### config.mk
export PLATFORM = sky130hd
export DESIGN_NAME = alu8_core
export DESIGN_NICKNAME = d
export VERILOG_FILES = /design/src/rtl/alu8_pkg.sv /design/src/rtl/alu8_addsub.sv /design/src/rtl/alu8_logic.sv /design/src/rtl/alu8_flagreg.sv /design/src/rtl/alu8_core.sv
export SDC_FILE = /design/constraint.sdc
export NUM_CORES = 1
export LEC_CHECK = 0
export ABC_AREA = 1
export BUFFER_PORTS_ARGS = -buffer_cell sky130_fd_sc_hd__buf_4
export CAP_MARGIN = 10
export CORE_MARGIN = 3
export CORE_UTILIZATION = 30
export DETAILED_ROUTE_END_ITERATION = 16
export SYNTH_ARGS = -nofsm -noshare
export SYNTH_HDL_FRONTEND = slang
export SYNTH_SLANG_ARGS = --single-unit
### constraint.sdc
create_clock -name clk -period 4.6 [get_ports clk]
set_input_delay 0.23 -clock clk [delete_from_list [all_inputs] [get_ports clk]]
set_output_delay 0.23 -clock clk [all_outputs]
set_load 0.05 [all_outputs]
### src/rtl/alu8_pkg.sv
package alu8_pkg;
    localparam int DATA_W = 8;
    localparam int NIB_W  = DATA_W / 2;
    localparam int OP_W   = 4;

    typedef enum logic [OP_W-1:0] {
        OP_ADD = 4'd0,  OP_ADC = 4'd1,  OP_SUB = 4'd2,  OP_SBB = 4'd3,
        OP_INC = 4'd4,  OP_DEC = 4'd5,  OP_AND = 4'd6,  OP_OR  = 4'd7,
        OP_XOR = 4'd8,  OP_CMA = 4'd9,  OP_CMP = 4'd10, OP_CLR = 4'd11,
        OP_RLC = 4'd12, OP_RRC = 4'd13, OP_RSV14 = 4'd14, OP_RSV15 = 4'd15
    } alu_op_e;

    typedef struct packed {
        logic s;
        logic z;
        logic ac;
        logic p;
        logic cy;
    } flags_t;

    localparam flags_t FLAGS_RST = '{s: 1'b0, z: 1'b0, ac: 1'b0, p: 1'b0, cy: 1'b0};

    function automatic logic even_parity(input logic [DATA_W-1:0] v);
        return ~(^v);
    endfunction

    function automatic logic [DATA_W-1:0] pack_status(input flags_t f);
        return {f.s, f.z, 1'b0, f.ac, 1'b0, f.p, 1'b1, f.cy};
    endfunction

    function automatic logic is_subtract(input alu_op_e op);
        return (op == OP_SUB) || (op == OP_SBB) || (op == OP_CMP);
    endfunction

    function automatic logic is_arith(input alu_op_e op);
        return (op == OP_ADD) || (op == OP_ADC) || is_subtract(op) ||
               (op == OP_INC) || (op == OP_DEC);
    endfunction
endpackage

### src/rtl/alu8_addsub.sv
module alu8_addsub
    import alu8_pkg::*;
#(
    parameter int W  = DATA_W,
    parameter int HW = NIB_W
) (
    input  logic [W-1:0] a_i,
    input  logic [W-1:0] b_i,
    input  logic         cin_i,
    output logic [W-1:0] sum_o,
    output logic         cout_o,
    output logic         hcarry_o
);
    logic [HW:0]   low_sum;
    logic [W-HW:0] high_sum;

    always_comb begin
        low_sum  = {1'b0, a_i[HW-1:0]} + {1'b0, b_i[HW-1:0]} + {{HW{1'b0}}, cin_i};
        high_sum = {1'b0, a_i[W-1:HW]} + {1'b0, b_i[W-1:HW]} + {{(W-HW){1'b0}}, low_sum[HW]};
        sum_o    = {high_sum[W-HW-1:0], low_sum[HW-1:0]};
        cout_o   = high_sum[W-HW];
        hcarry_o = low_sum[HW];
    end
endmodule

### src/rtl/alu8_logic.sv
module alu8_logic
    import alu8_pkg::*;
#(
    parameter int W = DATA_W
) (
    input  alu_op_e      op_i,
    input  logic [W-1:0] a_i,
    input  logic [W-1:0] b_i,
    output logic [W-1:0] res_o,
    output logic         shout_o
);
    always_comb begin
        res_o   = a_i;
        shout_o = 1'b0;
        unique case (op_i)
            OP_AND: res_o = a_i & b_i;
            OP_OR:  res_o = a_i | b_i;
            OP_XOR: res_o = a_i ^ b_i;
            OP_CMA: res_o = ~a_i;
            OP_CLR: res_o = '0;
            OP_RLC: begin
                res_o   = {a_i[W-2:0], a_i[W-1]};
                shout_o = a_i[W-1];
            end
            OP_RRC: begin
                res_o   = {a_i[0], a_i[W-1:1]};
                shout_o = a_i[0];
            end
            default: res_o = a_i;
        endcase
    end
endmodule

### src/rtl/alu8_flagreg.sv
module alu8_flagreg
    import alu8_pkg::*;
(
    input  logic   clk,
    input  logic   rst,
    input  logic   en_i,
    input  flags_t d_i,
    output flags_t q_o
);
    always_ff @(posedge clk) begin
        if (rst) begin
            q_o <= FLAGS_RST;
        end else if (en_i) begin
            q_o <= d_i;
        end
    end
endmodule

### src/rtl/alu8_core.sv
module alu8_core
    import alu8_pkg::*;
(
    input  logic              clk,
    input  logic              rst,
    input  logic              op_valid_i,
    input  logic [OP_W-1:0]   op_i,
    input  logic [DATA_W-1:0] acc_i,
    input  logic [DATA_W-1:0] opnd_i,
    output logic [DATA_W-1:0] result_o,
    output logic              wr_result_o,
    output logic [DATA_W-1:0] status_o
);
    alu_op_e           op;
    flags_t            flags_q;
    flags_t            flags_d;
    logic              flag_en;
    logic [DATA_W-1:0] b_eff;
    logic              cin;
    logic [DATA_W-1:0] sum;
    logic              cout;
    logic              hcarry;
    logic [DATA_W-1:0] lres;
    logic              shout;

    assign op = alu_op_e'(op_i);

    // Operand and carry-in selection for the shared adder
    always_comb begin
        b_eff = '0;
        cin   = 1'b0;
        unique case (op)
            OP_ADD:         begin b_eff = opnd_i;  cin = 1'b0;        end
            OP_ADC:         begin b_eff = opnd_i;  cin = flags_q.cy;  end
            OP_SUB, OP_CMP: begin b_eff = ~opnd_i; cin = 1'b1;        end
            OP_SBB:         begin b_eff = ~opnd_i; cin = ~flags_q.cy; end
            OP_INC:         begin b_eff = '0;      cin = 1'b1;        end
            OP_DEC:         begin b_eff = '1;      cin = 1'b0;        end
            default:        begin b_eff = '0;      cin = 1'b0;        end
        endcase
    end

    alu8_addsub #(.W(DATA_W), .HW(NIB_W)) u_addsub (
        .a_i      (acc_i),
        .b_i      (b_eff),
        .cin_i    (cin),
        .sum_o    (sum),
        .cout_o   (cout),
        .hcarry_o (hcarry)
    );

    alu8_logic #(.W(DATA_W)) u_logic (
        .op_i    (op),
        .a_i     (acc_i),
        .b_i     (opnd_i),
        .res_o   (lres),
        .shout_o (shout)
    );

    // Result path and next flag values
    always_comb begin
        flags_d     = flags_q;
        result_o    = acc_i;
        wr_result_o = 1'b1;
        flag_en     = op_valid_i;
        if (is_arith(op)) begin
            result_o   = (op == OP_CMP) ? acc_i : sum;
            flags_d.s  = sum[DATA_W-1];
            flags_d.z  = (sum == '0);
            flags_d.p  = even_parity(sum);
            flags_d.ac = hcarry;
            if (is_subtract(op)) begin
                flags_d.cy = ~cout;
            end else if ((op == OP_ADD) || (op == OP_ADC)) begin
                flags_d.cy = cout;
            end
            if (op == OP_CMP) begin
                wr_result_o = 1'b0;
            end
        end else begin
            result_o = lres;
            unique case (op)
                OP_AND, OP_OR, OP_XOR, OP_CLR: begin
                    flags_d.s  = lres[DATA_W-1];
                    flags_d.z  = (lres == '0);
                    flags_d.p  = even_parity(lres);
                    flags_d.ac = (op == OP_AND);
                    flags_d.cy = 1'b0;
                end
                OP_RLC, OP_RRC: flags_d.cy = shout;
                OP_CMA:         flag_en    = 1'b0;
                default: begin
                    flag_en     = 1'b0;
                    wr_result_o = 1'b0;
                end
            endcase
        end
    end

    alu8_flagreg u_flags (
        .clk  (clk),
        .rst  (rst),
        .en_i (flag_en),
        .d_i  (flags_d),
        .q_o  (flags_q)
    );

    assign status_o = pack_status(flags_q);
endmodule

# Yosys cells after proc, flatten, opt, wreduce, memory -nomap -nowiden
# Cells that the tools add are included.
[totals]
reg_bits = 5
in_bits = 23
output_inout_bits = 17
elab_cells = 70
[op_classes]
addsub = 4
n_eq_ne = 14
muxes = 16
bitwise = 9
reduce_logical = 22
[ops]
columns = ["cell", "n"]
rows = [
  ["$pmux W8 S7", 1],
  ["$eq A4 B4 Y1 const B", 6],
  ["$pmux W8 S3", 1],
  ["$eq A4 B3 Y1 const B", 4],
  ["$logic_not A8 Y1", 2],
  ["$mux W8", 2],
  ["$not A8 Y8", 2],
  ["$reduce_xor A8 Y1", 2],
  ["$add A4 B4 Y5", 2],
  ["$add A5 B1 Y5", 2],
  ["$and A8 B8 Y8", 1],
  ["$eq A4 B2 Y1 const B", 2],
  ["$or A8 B8 Y8", 1],
  ["$xor A8 B8 Y8", 1],
  ["$mux W1", 7],
  ["$reduce_or A7 Y1", 1],
  ["$logic_or A1 B1 Y1", 6],
  ["$reduce_or A3 Y1", 2],
  ["$reduce_or A6 Y1", 1],
  ["$mux W5", 1],
  ["$eq A4 B1 Y1 const B", 1],
  ["$logic_not A4 Y1", 1],
  ["$mux W4", 1],
  ["$not A1 Y1", 4],
  ["9 further kinds", 11],
]

# Depth between registers and ports, before layout
# Gate-level depths: netlist of run 1.
[logic_depth]
depth_word = 9
depth_mapped = 23
depth_no_buf = 23

# Modules after synthesis
# Synthesis of run 1 repeated with hierarchy kept, for this count alone.
[hier_totals]
cells_unflattened = 389
area_unflattened_um2 = 2386.0
[by_module_without_submodules]
columns = ["mod", "n_inst", "cells_per_inst", "area_each_um2", "seq_area_each_um2"]
rows = [
  ["alu8_core", 1, 159, 958.4, 0.0],
  ["alu8_logic", 1, 157, 919.6, 0.0],
  ["alu8_addsub", 1, 41, 299.0, 0.0],
  ["alu8_flagreg", 1, 32, 209.0, 100.1],
]

# Least setup slack after synthesis of run 1
# No wires, ideal clock.
[synth_timing]
path_kind = "flip-flop to output port"
startpoint = "reg u_flags.q_o[0] (netlist name)"
endpoint = "out result_o[7]"
arrival_ps = 3507
required_ps = 4370
slack_ps = 863
stages_incl_launch_ff = 14
n_path_buf = 0
cell_sequence = "dfxtp_1 o2111ai_1 fa_1 inv_1 fa_1 o21ai_0 fa_1 nand3_1 nand2_1 nand2_1 nand2_1 nand2_1 o21ai_0 o21ai_0"
[synth_between]
elab_chain_len = 6
[synth_lines]
columns = ["element", "line", "text"]
rows = [
  ["start: declaration", "alu8_flagreg.sv:8", "output flags_t q_o"],
  ["start signal: assignment", "alu8_flagreg.sv:14", "q_o <= d_i;"],
  ["$not A1 Y1", "alu8_core.sv:36", "OP_SBB: begin b_eff = ~opnd_i; cin = ~flags_q.cy; end"],
  ["$pmux W1 S3 (*)", "alu8_core.sv:32", "unique case (op)"],
  ["$add A5 B1 Y5 (*)", "alu8_addsub.sv:18", "low_sum = {1'b0, a_i[HW-1:0]} + {1'b0, b_i[HW-1:0]} + {{HW{1'b0}}, cin_i};"],
  ["$add A5 B1 Y5 (*)", "alu8_addsub.sv:19", "high_sum = {1'b0, a_i[W-1:HW]} + {1'b0, b_i[W-1:HW]} + {{(W-HW){1'b0}}, low_sum[HW]};"],
  ["$mux W8 (*)", "alu8_core.sv:67", "result_o = (op == OP_CMP) ? acc_i : sum;"],
  ["$mux W8 (*)", "alu8_core.sv:66", "if (is_arith(op)) begin"],
  ["end: declaration", "alu8_core.sv:10", "output logic [DATA_W-1:0] result_o,"],
]
# Mark *: on every way between the ends. The rest lies on a longest branch, timed or not.

# Final worst setup path of run 1
[layout_timing]
startpoint = "in op_i[0]"
endpoint = "reg u_flags.q_o[1] (netlist name)"
[layout_between]
elab_chain_len = 9
word_cells_on_any_way = 42
classes_between = "4 x add/sub; 13 x eq/ne; 7 x mux; 2 x bitwise; 16 x reduce/logical"
[layout_lines]
columns = ["element", "line", "text"]
rows = [
  ["start: declaration", "alu8_core.sv:7", "input logic [OP_W-1:0] op_i,"],
  ["$eq A4 B2 Y1 (tied with other cells)", "alu8_pkg.sv:32, alu8_core.sv:32", ""],
  ["$reduce_or A3 Y1 (no line) / $reduce_or A2 Y1 (equally long branches)", "--", ""],
  ["$pmux W8 S3", "alu8_core.sv:32", ""],
  ["$add A4 B4 Y5", "alu8_addsub.sv:18", ""],
  ["$add A5 B1 Y5", "alu8_addsub.sv:18", ""],
  ["$add A5 B1 Y5", "alu8_addsub.sv:19", ""],
  ["$reduce_xor A8 Y1", "alu8_pkg.sv:24", "return ~(^v);"],
  ["$not A1 Y1", "alu8_pkg.sv:24", ""],
  ["$mux W5", "alu8_core.sv:66", ""],
]
# Parallel ways exist; a longest one is shown, timed or not. The select of a mux whose other input is x is not followed.
# A chain may end at the register's enable or synchronous reset.

==> reports/qor.txt, run 1 <==
Largest regs - u_flags.q_o: 5 flops
peak fanout along the critical path - 9
CTS clk-pin slew, worst paths - 0.04 ns
Layout Nets - 423
power density cells - 225 nW/um^2
PortBufs - 36
CP Class - in -> reg
antenna violations before repair - 0
busiest grt layer - met2
Post-CTS Setup Bufs - 0
combinational share of power - 73.8%
Setup crit start - op_i[0]
Reg-to-Reg End - u_flags.q_o[1]
Yosys cell types - 26
Synth area leader - ha_1
dominant cells by area after synthesis - ha_1, nand2_1, inv_1, nor2_1, nand3_1
final std cells w/o fill - 440
die width - 85.2 um
Cell Area, Synth - 1880 um^2
antenna-violating nets left - 0
WHS - 0.260 ns
Switching Fraction - 51.5%
setup violators final - 0
fillers - 694
Clk pwr share - 16.2%
DP Wirelength - 4750 um
worst hold path class - in -> reg
Layout Skew - 0.00188 ns
largest net degree at the start of global routing - 13
CTS tree - yes
Critical Path Sink - u_flags.q_o[1]
Tot Pwr - 507 uW
Tmin final - 3.78 ns
Max clock buf depth - 2
total gr overflow - 0
Chip Height - 85.2 um
Pre-Repair DR Iteration Count - 4
Skew-Pair Late Insertion Delay - 0.22 ns
die area - 7260 um^2
Rel. slew slack - 62.5%
Mapped Cells - 330
Synth Warn # - 0
met3 Use GR - 1.26%
hold_sp - rst
Largest Register - u_flags.q_o
CTS Hold Bufs - 0
antenna diode count - 0
Final period util - 82.2%
internal power - 246 uW
final setup margin - 0.819 ns
WL final - 5820 um
Worst-Margin Slew - 0.560 ns
Placed Instances - 436
worst flop-to-flop path startpoint - u_flags.q_o[0]
setup TNS - 0 ns
max FFs per register - 5
sequential power share - 10.0%
pre-CTS WS - 0.638 ns
Row Count - 28
Crit. End Element - flop
Root Buffer - clkbuf_8
final number of hold-violating endpoints - 0
Mean Syn Cell Area - 5.70 um^2
DR WL/cell - 13.2 um
first-pass GRT wire length - 9570 um
Max Freq - 264 MHz
max cap viols - 0
worst reg2reg path depth - 18
grt met2 use - 28.0%
post-synthesis sequential area ratio - 5.32%
reg2reg setup slack - 1.12 ns
Psw - 261 uW
DRT iter0 DRCs - 169
TritonCTS Buffers - 3
share of cells above drive strength 1 - 12.9%
WP data required - 4.72 ns
P&R area growth vs syn - 19.8%
#FFs+latches synth - 5
CP Launch Type - input pin
core area - 5990 um^2
maximum vdd ir drop - 123 uV
Total Routing Usage GR - 16.2%
GPL Wtd Cong - 0.908
Synth top area share - 19.9%
cts repair resizes - 0
Via Count - 2086
DRC Markers - 0
Leak - 0.00129 uW
Slew Viols, Final - 0
vias in the first global route - 2022
critical path arrival - 3.90 ns
unrepaired setup endpoints after global routing - false
number of H-tree levels - 1
Initial Util - 31.4%
vias per cell - 4.74
clk sinks - 5
status - finished, final reports clean
Top Ports - 40
met1 usage - 21.4%
[power by group through the flow]
stage / clock network [uW] / registers [uW] / logic [uW]
2_1_floorplan: 0 / 66.1 / 255
3_3_place_gp: 0 / 51.2 / 370
3_5_place_dp: 0 / 51.4 / 372
4_1_cts: 83.8 / 50.9 / 375
5_1_grt: 86.4 / 51.5 / 413
6_report: 82.1 / 50.8 / 374
[logic make-up (layout without fill, tap and decap cells)]
logic type      Yosys count  after routing  synth area share [%]
flops                     5              5                  5.32
fa+ha+maj                34             34                  24.2
other cells               2              3                 0.399
xor+xnor                  8              8                  3.72
simple gates            178            178                  40.2
buf+inv                  64             98                  13.7
compound gates           39             39                  12.5
[cells in the final DEF (no fill, tap or decap)]
cell type,Yosys,final
nand2_1,83,83
inv_1,57,57
nor2_1,52,52
buf_4,4,36
ha_1,30,30
nand3_1,24,24
o21ai_0,16,16
o211ai_1,13,13
xnor2_1,7,7
a21oi_1,7,7
nor3_1,6,6
dfxtp_1,5,5
and3_1,4,4
fa_1,4,4
nor2_2,3,3
conb_1,2,3
clkbuf_8,0,3
nor2_4,2,2
nand3b_1,2,2
nand2_4,1,1
o22ai_1,1,1
inv_2,1,1
nand2_2,1,1
o2111ai_1,1,1
xor2_1,1,1
o21a_1,1,1
clkbuf_1,0,1
[worst max-delay path, cell delays in order]
cell and delay [ns]:
buf_4 0.12, inv_1 0.07, nand2_1 0.10, inv_1 0.08
nand2_1 0.08, nand2_1 0.24, nand2_1 0.08, o211ai_1 0.12
fa_1 0.23, inv_1 0.05, fa_1 0.39, o21ai_0 0.32
fa_1 0.27, inv_1 0.06, fa_1 0.40, xnor2_1 0.15
inv_1 0.07, ha_1 0.30, xnor2_1 0.19, xnor2_1 0.09
nand2_1 0.06, nand3_1 0.08, nand2_1 0.07, inv_1 0.03
[synthesized netlist by cell type]
cell       count
xor2_1         1
buf_2          2
nor2_2         3
inv_2          1
o22ai_1        1
nor2_4         2
nor3_1         6
nand2_4        1
inv_1         57
o211ai_1      13
o21a_1         1
nand2_1       83
dfxtp_1        5
buf_4          4
nor2_1        52
a21oi_1        7
o21ai_0       16
xnor2_1        7
o2111ai_1      1
and3_1         4
nand3b_1       2
nand2_2        1
nand3_1       24
ha_1          30
fa_1           4
conb_1         2
[worst min-delay path by stage]
stage / end / slack, ns / cells past startpoint
global placement: u_flags.q_o[3] / 0.49 / 4
floorplan: u_flags.q_o[1] / 0.38 / 3
finish: u_flags.q_o[3] / 0.26 / 4
global route: u_flags.q_o[1] / 0.28 / 4
detailed placement: u_flags.q_o[3] / 0.49 / 4
CTS: u_flags.q_o[3] / 0.26 / 4
[layout make-up]
type | count | area (um^2) | share of cell area, %
sequential | 5 | 100 | 4.44
inverter | 58 | 218 | 9.66
multi-input combinational | 262 | 1530 | 67.8
tap | 75 | 93.8 | 4.16
timing repair buffer | 36 | 270 | 12.0
clock buffer | 4 | 45.0 | 2.00
[per-stage QoR]
stage / utilization (%) / area [um^2]
after CTS: 37.6 / 2250
after global placement: 36.9 / 2210
after global routing: 37.6 / 2250
after floorplan: - / 1890
final: 37.6 / 2250
after detailed placement: 36.9 / 2210
[routing by layer]
| layer | vias up | routed length [um] |
|---|---|---|
| met5 | - | 0 |
| met4 | 0 | 123 |
| met3 | 14 | 341 |
| met2 | 65 | 2720 |
| met1 | 895 | 2630 |
| li1 | 1112 | - |
(Power assumes the default switching activity.)
==> run 2: changes to the inputs <==
Settings changed: ABC_AREA 1 to 0.
Clock period 4.6 ns to 3.75 ns, I/O delays scaled along.
==> reports/qor.txt, run 2 <==
status - finished, final reports clean
Clk pwr share - 13.2%
Final period util - 96.6%
Layout Skew - 0.000168 ns
number of H-tree levels - 1
combinational share of power - 78.2%
Row Count - 30
Mean Syn Cell Area - 7.38 um^2
Max clock buf depth - 2
Cell Area, Synth - 2180 um^2
Tmin final - 3.62 ns
worst path cell trace - mux2i_1, o32ai_2, fa_2, inv_2, fa_2, nor2b_1, o21ai_1, nand2_1, fa_2, inv_2, fa_2, xor2_2, or2_4, a21oi_2, o21bai_4, buf_6
critical path's slowest cell - fa_2
Synth Warn # - 0
Top Ports - 40
DRT iter0 DRCs - 119
Setup crit start - u_flags.q_o[0]
worst hold path class - in -> reg
die width - 91.3 um
sequential power share - 8.6%
Initial Util - 31.5%
EDFF count, synth - 0
#FFs+latches synth - 5
largest net degree at the start of global routing - 28
Synth async-reset ratio - 0%
P&R area growth vs syn - 22.7%
area of the multi-input gates - 1880 um^2
power density cells - 272 nW/um^2
maximum vdd ir drop - 105 uV
Synth Area in Adders - 20.8%
WP data required - 3.56 ns
Leak - 0.00122 uW
Max Freq - 276 MHz
WL final - 6620 um
TritonCTS Buffers - 3
CTS clk-pin slew, worst paths - 0.03 ns
peak fanout along the critical path - 3
final setup margin - 0.126 ns
clk sinks - 5
commonest non-fill, non-tap cell in the layout - buf_4
Simple-Gate Fraction of Synth Area - 16.4%
CP Launch Type - flop
Primary FF master, synth - dfxtp_1
CP Class - reg -> out
Chip Height - 91.3 um
GPL Wtd Cong - 0.911
vias per cell - 5.22
CTS tree - yes
antenna violations before repair - 0
XOR/XNOR Fraction of Synth Area - 6.82%
final std cells w/o fill - 430
Synth top area share - 17.2%
largest family of logic cells by synthesized area - compound AO/OA/AOI/OAI gates
Placed Instances - 425
share of cells above drive strength 1 - 26.9%
top cell types by occurrence after synthesis - ha_1, inv_1, a21oi_1
Compound-Gate Fraction of Synth Area - 35.0%
Psw - 358 uW
critical path arrival - 3.44 ns
internal power - 372 uW
Mapped Cells - 296
hold_sp - rst
Slew Viols, Final - 0
Yosys cell types - 67
DRC Markers - 0
Largest Register - u_flags.q_o
WP buf/inv - 3
core area - 6940 um^2
post-synthesis sequential area ratio - 4.58%
setup TNS - 0 ns
max cap viols - 0
fillers - 735
unrepaired setup endpoints after global routing - true
CTS Hold Bufs - 0
CP max stage delay - 0.38 ns
antenna diode count - 0
final number of hold-violating endpoints - 0
antenna-violating nets left - 0
Total Routing Usage GR - 16.0%
worst flop-to-flop path startpoint - u_flags.q_o[0]
max FFs per register - 5
PortBufs - 36
setup violators final - 0
Root Buffer - clkbuf_8
delay-heaviest family, CP - adder cells
first-pass GRT wire length - 11000 um
Crit. End Element - output pin
Layout Nets - 392
Tot Pwr - 730 uW
vias in the first global route - 2140
fin area - 2680 um^2
Pre-Repair DR Iteration Count - 4
mux cell area share after synthesis - 2.81%
placed instance area - 2570 um^2
dominant cells by area after synthesis - ha_1, a21oi_1, o21ai_0, xnor2_1, inv_1
Via Count - 2243
Switching Fraction - 49.1%
Skew-Pair Late Insertion Delay - 0.21 ns
sequential cell area - 101 um^2
DR WL/cell - 15.4 um
total gr overflow - 0
most frequent cells in the layout - buf_4, ha_1, inv_1, a21oi_1
pre-CTS WS - -0.0642 ns
Largest regs - u_flags.q_o: 5 flops
die area - 8340 um^2
CP most frequent cell - fa_2
Synth area leader - ha_1
DP Wirelength - 5320 um
[run 2: cell count changes after synthesis, sizes merged, moves of 9 or more]
cell and change:
o211ai -9, nor2 -34, nand3 -23, o21ai +12, a21oi +21, inv -28
buf +14, nand2 -69
[run 2: worst register-to-register path, stage by stage (launching register included)]
cell and delay [ns]:
dfxtp_2 0.33, mux2i_1 0.21, o32ai_2 0.13, fa_2 0.38, inv_2 0.07, fa_2 0.20, nor2b_1 0.05, o21ai_1 0.15
nand2_1 0.13, fa_2 0.42, a21o_1 0.19, a21oi_2 0.18, xnor2_2 0.13, inv_1 0.06, ha_1 0.30, xor2_1 0.15
xnor2_1 0.12, nand2_1 0.06, o21ai_1 0.06, a211oi_1 0.21
[run 2: power groups by stage]
stage               clock network, uW  logic (uW)  registers [uW]
floorplan                           0         376            82.9
global placement                    0         539            63.1
detailed placement                  0         542            63.4
CTS                              98.4         545            62.7
global route                      104         622            63.6
finish                           96.4         571            62.8
[run 2: what timing repair did]
action / in CTS / in global routing
resized for setup: 1 / 13
setup endpoints to repair: 1 / 2
pin swaps: 0 / 16
buffers inserted: 0 / 1
[run 2: path summary, 6_finish.rpt]
path,depth (start not counted),slack (ns),end
max,16,0.13,result_o[6]
min,2,0.18,u_flags.q_o[2]
max reg2reg,19,0.14,u_flags.q_o[1]
min reg2reg,2,0.49,u_flags.q_o[3]
[run 2: kinds of logic (layout without fill, tap and decap cells)]
kind of cell	Yosys count	after routing
AO/OA/AOI/OAI	110	110
AND/OR/NAND/NOR	69	69
buffers and inverters	53	90
adder cells (fa/ha/maj)	34	34
XOR/XNOR	17	17
multiplexers	6	6
flip-flops	5	5
other	2	3
[run 2: cell type report]
class,instances,share of cell area [%]
Clock buffer,4,1.68
Timing Repair Buffer,56,15.8
Tap cell,96,4.48
Multi-Input combinational cell,239,70.0
Sequential cell,5,3.78
Inverter,30,4.20
[run 2: routing by layer]
layer	track usage, %	wire length (um)	up-vias
met5	0	0	-
li1	-	-	1125
met4	4.40	106	0
met2	25.9	3100	80
met1	22.1	3000	1028
met3	1.99	409	10
[run 2: stage by stage]
step	utilization [%]	hold WS [ns]
floorplan	-	0.260
detailed placement	37.0	0.402
global placement	37.0	0.397
CTS	37.7	0.176
finish	38.6	0.179
global route	38.6	0.177
==> run 3: changes to the inputs <==
Settings changed: CORE_UTILIZATION 30 to 52, PLACE_DENSITY from default to 0.75.
==> reports/qor.txt, run 3 (same netlist as run 2, synthesis figures left out) <==
Tmin final - 3.69 ns
Top Ports - 40
fin area - 2550 um^2
peak fanout along the critical path - 3
total gr overflow - 0
first-pass GRT wire length - 9670 um
CP Class - reg -> out
Clk pwr share - 14.2%
WHS - 0.169 ns
Max clock buf depth - 2
final number of hold-violating endpoints - 0
combinational share of power - 76.8%
most frequent cells in the layout - buf_4, inv_1, ha_1, a21oi_1, o21ai_0
unrepaired setup endpoints after global routing - true
WL final - 5920 um
number of H-tree levels - 1
worst path cell trace - mux2i_1, o32ai_2, fa_2, inv_1, fa_2, nor2b_1, o21ai_1, nand2_1, fa_2, inv_1, fa_2, xor2_1, or2_2, a21oi_1, o21bai_2, buf_6
Via Count - 2270
Final period util - 98.3%
fillers - 363
Chip Height - 70.8 um
internal power - 354 uW
fin util - 66.1%
Layout Skew - 0.00156 ns
maximum vdd ir drop - 156 uV
PortBufs - 36
Pre-Repair DR Iteration Count - 5
Psw - 346 uW
Root Buffer - clkbuf_8
placed instance area - 2480 um^2
P&R area growth vs syn - 16.6%
GPL Wtd Cong - 0.920
DP Wirelength - 4720 um
Initial Util - 56.7%
die width - 70.8 um
critical path's slowest cell - o32ai_2
max cap viols - 0
Crit. End Element - output pin
Row Count - 22
power density cells - 275 nW/um^2
clk sinks - 5
CTS clk-pin slew, worst paths - 0.04 ns
Skew-Pair Late Insertion Delay - 0.22 ns
Largest Register - u_flags.q_o
DRT iter0 DRCs - 142
antenna-violating nets left - 0
Total Routing Usage GR - 23.2%
DR WL/cell - 15.7 um
Slew Viols, Final - 0
largest net degree at the start of global routing - 27
vias in the first global route - 2075
Max Freq - 271 MHz
antenna diode count - 0
CTS Hold Bufs - 0
CTS tree - yes
die area - 5010 um^2
antenna violations before repair - 0
Largest regs - u_flags.q_o: 5 flops
share of cells above drive strength 1 - 23.9%
core area - 3850 um^2
setup violators final - 0
Layout Nets - 388
CP Launch Type - flop
CP most frequent cell - fa_2
DRC Markers - 0
CP max stage delay - 0.35 ns
Leak - 0.00119 uW
commonest non-fill, non-tap cell in the layout - buf_4
sequential power share - 9.0%
max FFs per register - 5
status - finished, final reports clean
worst hold path class - in -> reg
WP data required - 3.56 ns
critical path arrival - 3.50 ns
vias per cell - 6.01
Switching Fraction - 49.4%
TritonCTS Buffers - 3
[run 3: cell count changes in the layout (fill, tap and decap cells not counted), sizes merged]
cell,before,now
buf,56,52
[run 3: worst max-delay path, delay by kind of cell (launching register included)]
kind / cells / cell delay, ns
mux: 1 / 0.13
fa+ha+maj: 4 / 1.16
flops: 1 / 0.32
simple gates: 3 / 0.52
xor+xnor: 1 / 0.16
buf+inv: 3 / 0.27
compound gates: 4 / 0.70
[run 3: power groups by stage]
stage          clock (uW)  sequential, uW  combinational, uW
3_3_place_gp            0            63.1                521
4_1_cts              99.4            62.8                533
3_5_place_dp            0            63.4                530
6_report             99.4            62.9                538
5_1_grt               104            63.6                590
2_1_floorplan           0            82.9                376
[run 3: per-stage QoR]
step,setup TNS (ns),power [uW],setup slack (ns),instances
after detailed placement,-0.0922,593,-0.0922,373
after CTS,0,695,0.0202,377
final,0,700,0.0635,378
after global placement,0,585,0.0393,373
after global routing,-0.0398,758,-0.0218,378
after floorplan,-0.0977,459,-0.0977,297
[run 3: area by class of cell]
| class | instances | area, um^2 | share of cell area, % |
|---|---|---|---|
| Inverter | 30 | 113 | 4.42 |
| Tap cell | 48 | 60.1 | 2.36 |
| Clock buffer | 4 | 45.0 | 1.77 |
| Multi-Input combinational cell | 239 | 1830 | 72.0 |
| Timing Repair Buffer | 52 | 394 | 15.5 |
| Sequential cell | 5 | 101 | 3.98 |
[run 3: routing by layer]
layer	part of all wire (%)	wire, um	global-route usage [%]	up-vias
li1	-	-	-	1119
met1	44	2620	30.4	1041
met2	47	2790	39.5	94
met3	5.6	331	1.85	16
met4	3.1	184	8.77	0
met5	0	0	0	-
[run 3: final timing paths]
check / start / endpoint / slack [ns] / cells after the start
max: u_flags.q_o[0] / result_o[6] / 0.06 / 16
min: rst / u_flags.q_o[3] / 0.17 / 2
max reg2reg: u_flags.q_o[0] / u_flags.q_o[1] / 0.12 / 17
min reg2reg: u_flags.q_o[2] / u_flags.q_o[2] / 0.50 / 2
[run 3: timing repair]
item / 4_1_cts / 5_1_grt
gates resized for setup: 1 / 3
setup buffers: 0 / 1
setup endpoints to repair: 1 / 2
pin swaps: 0 / 6
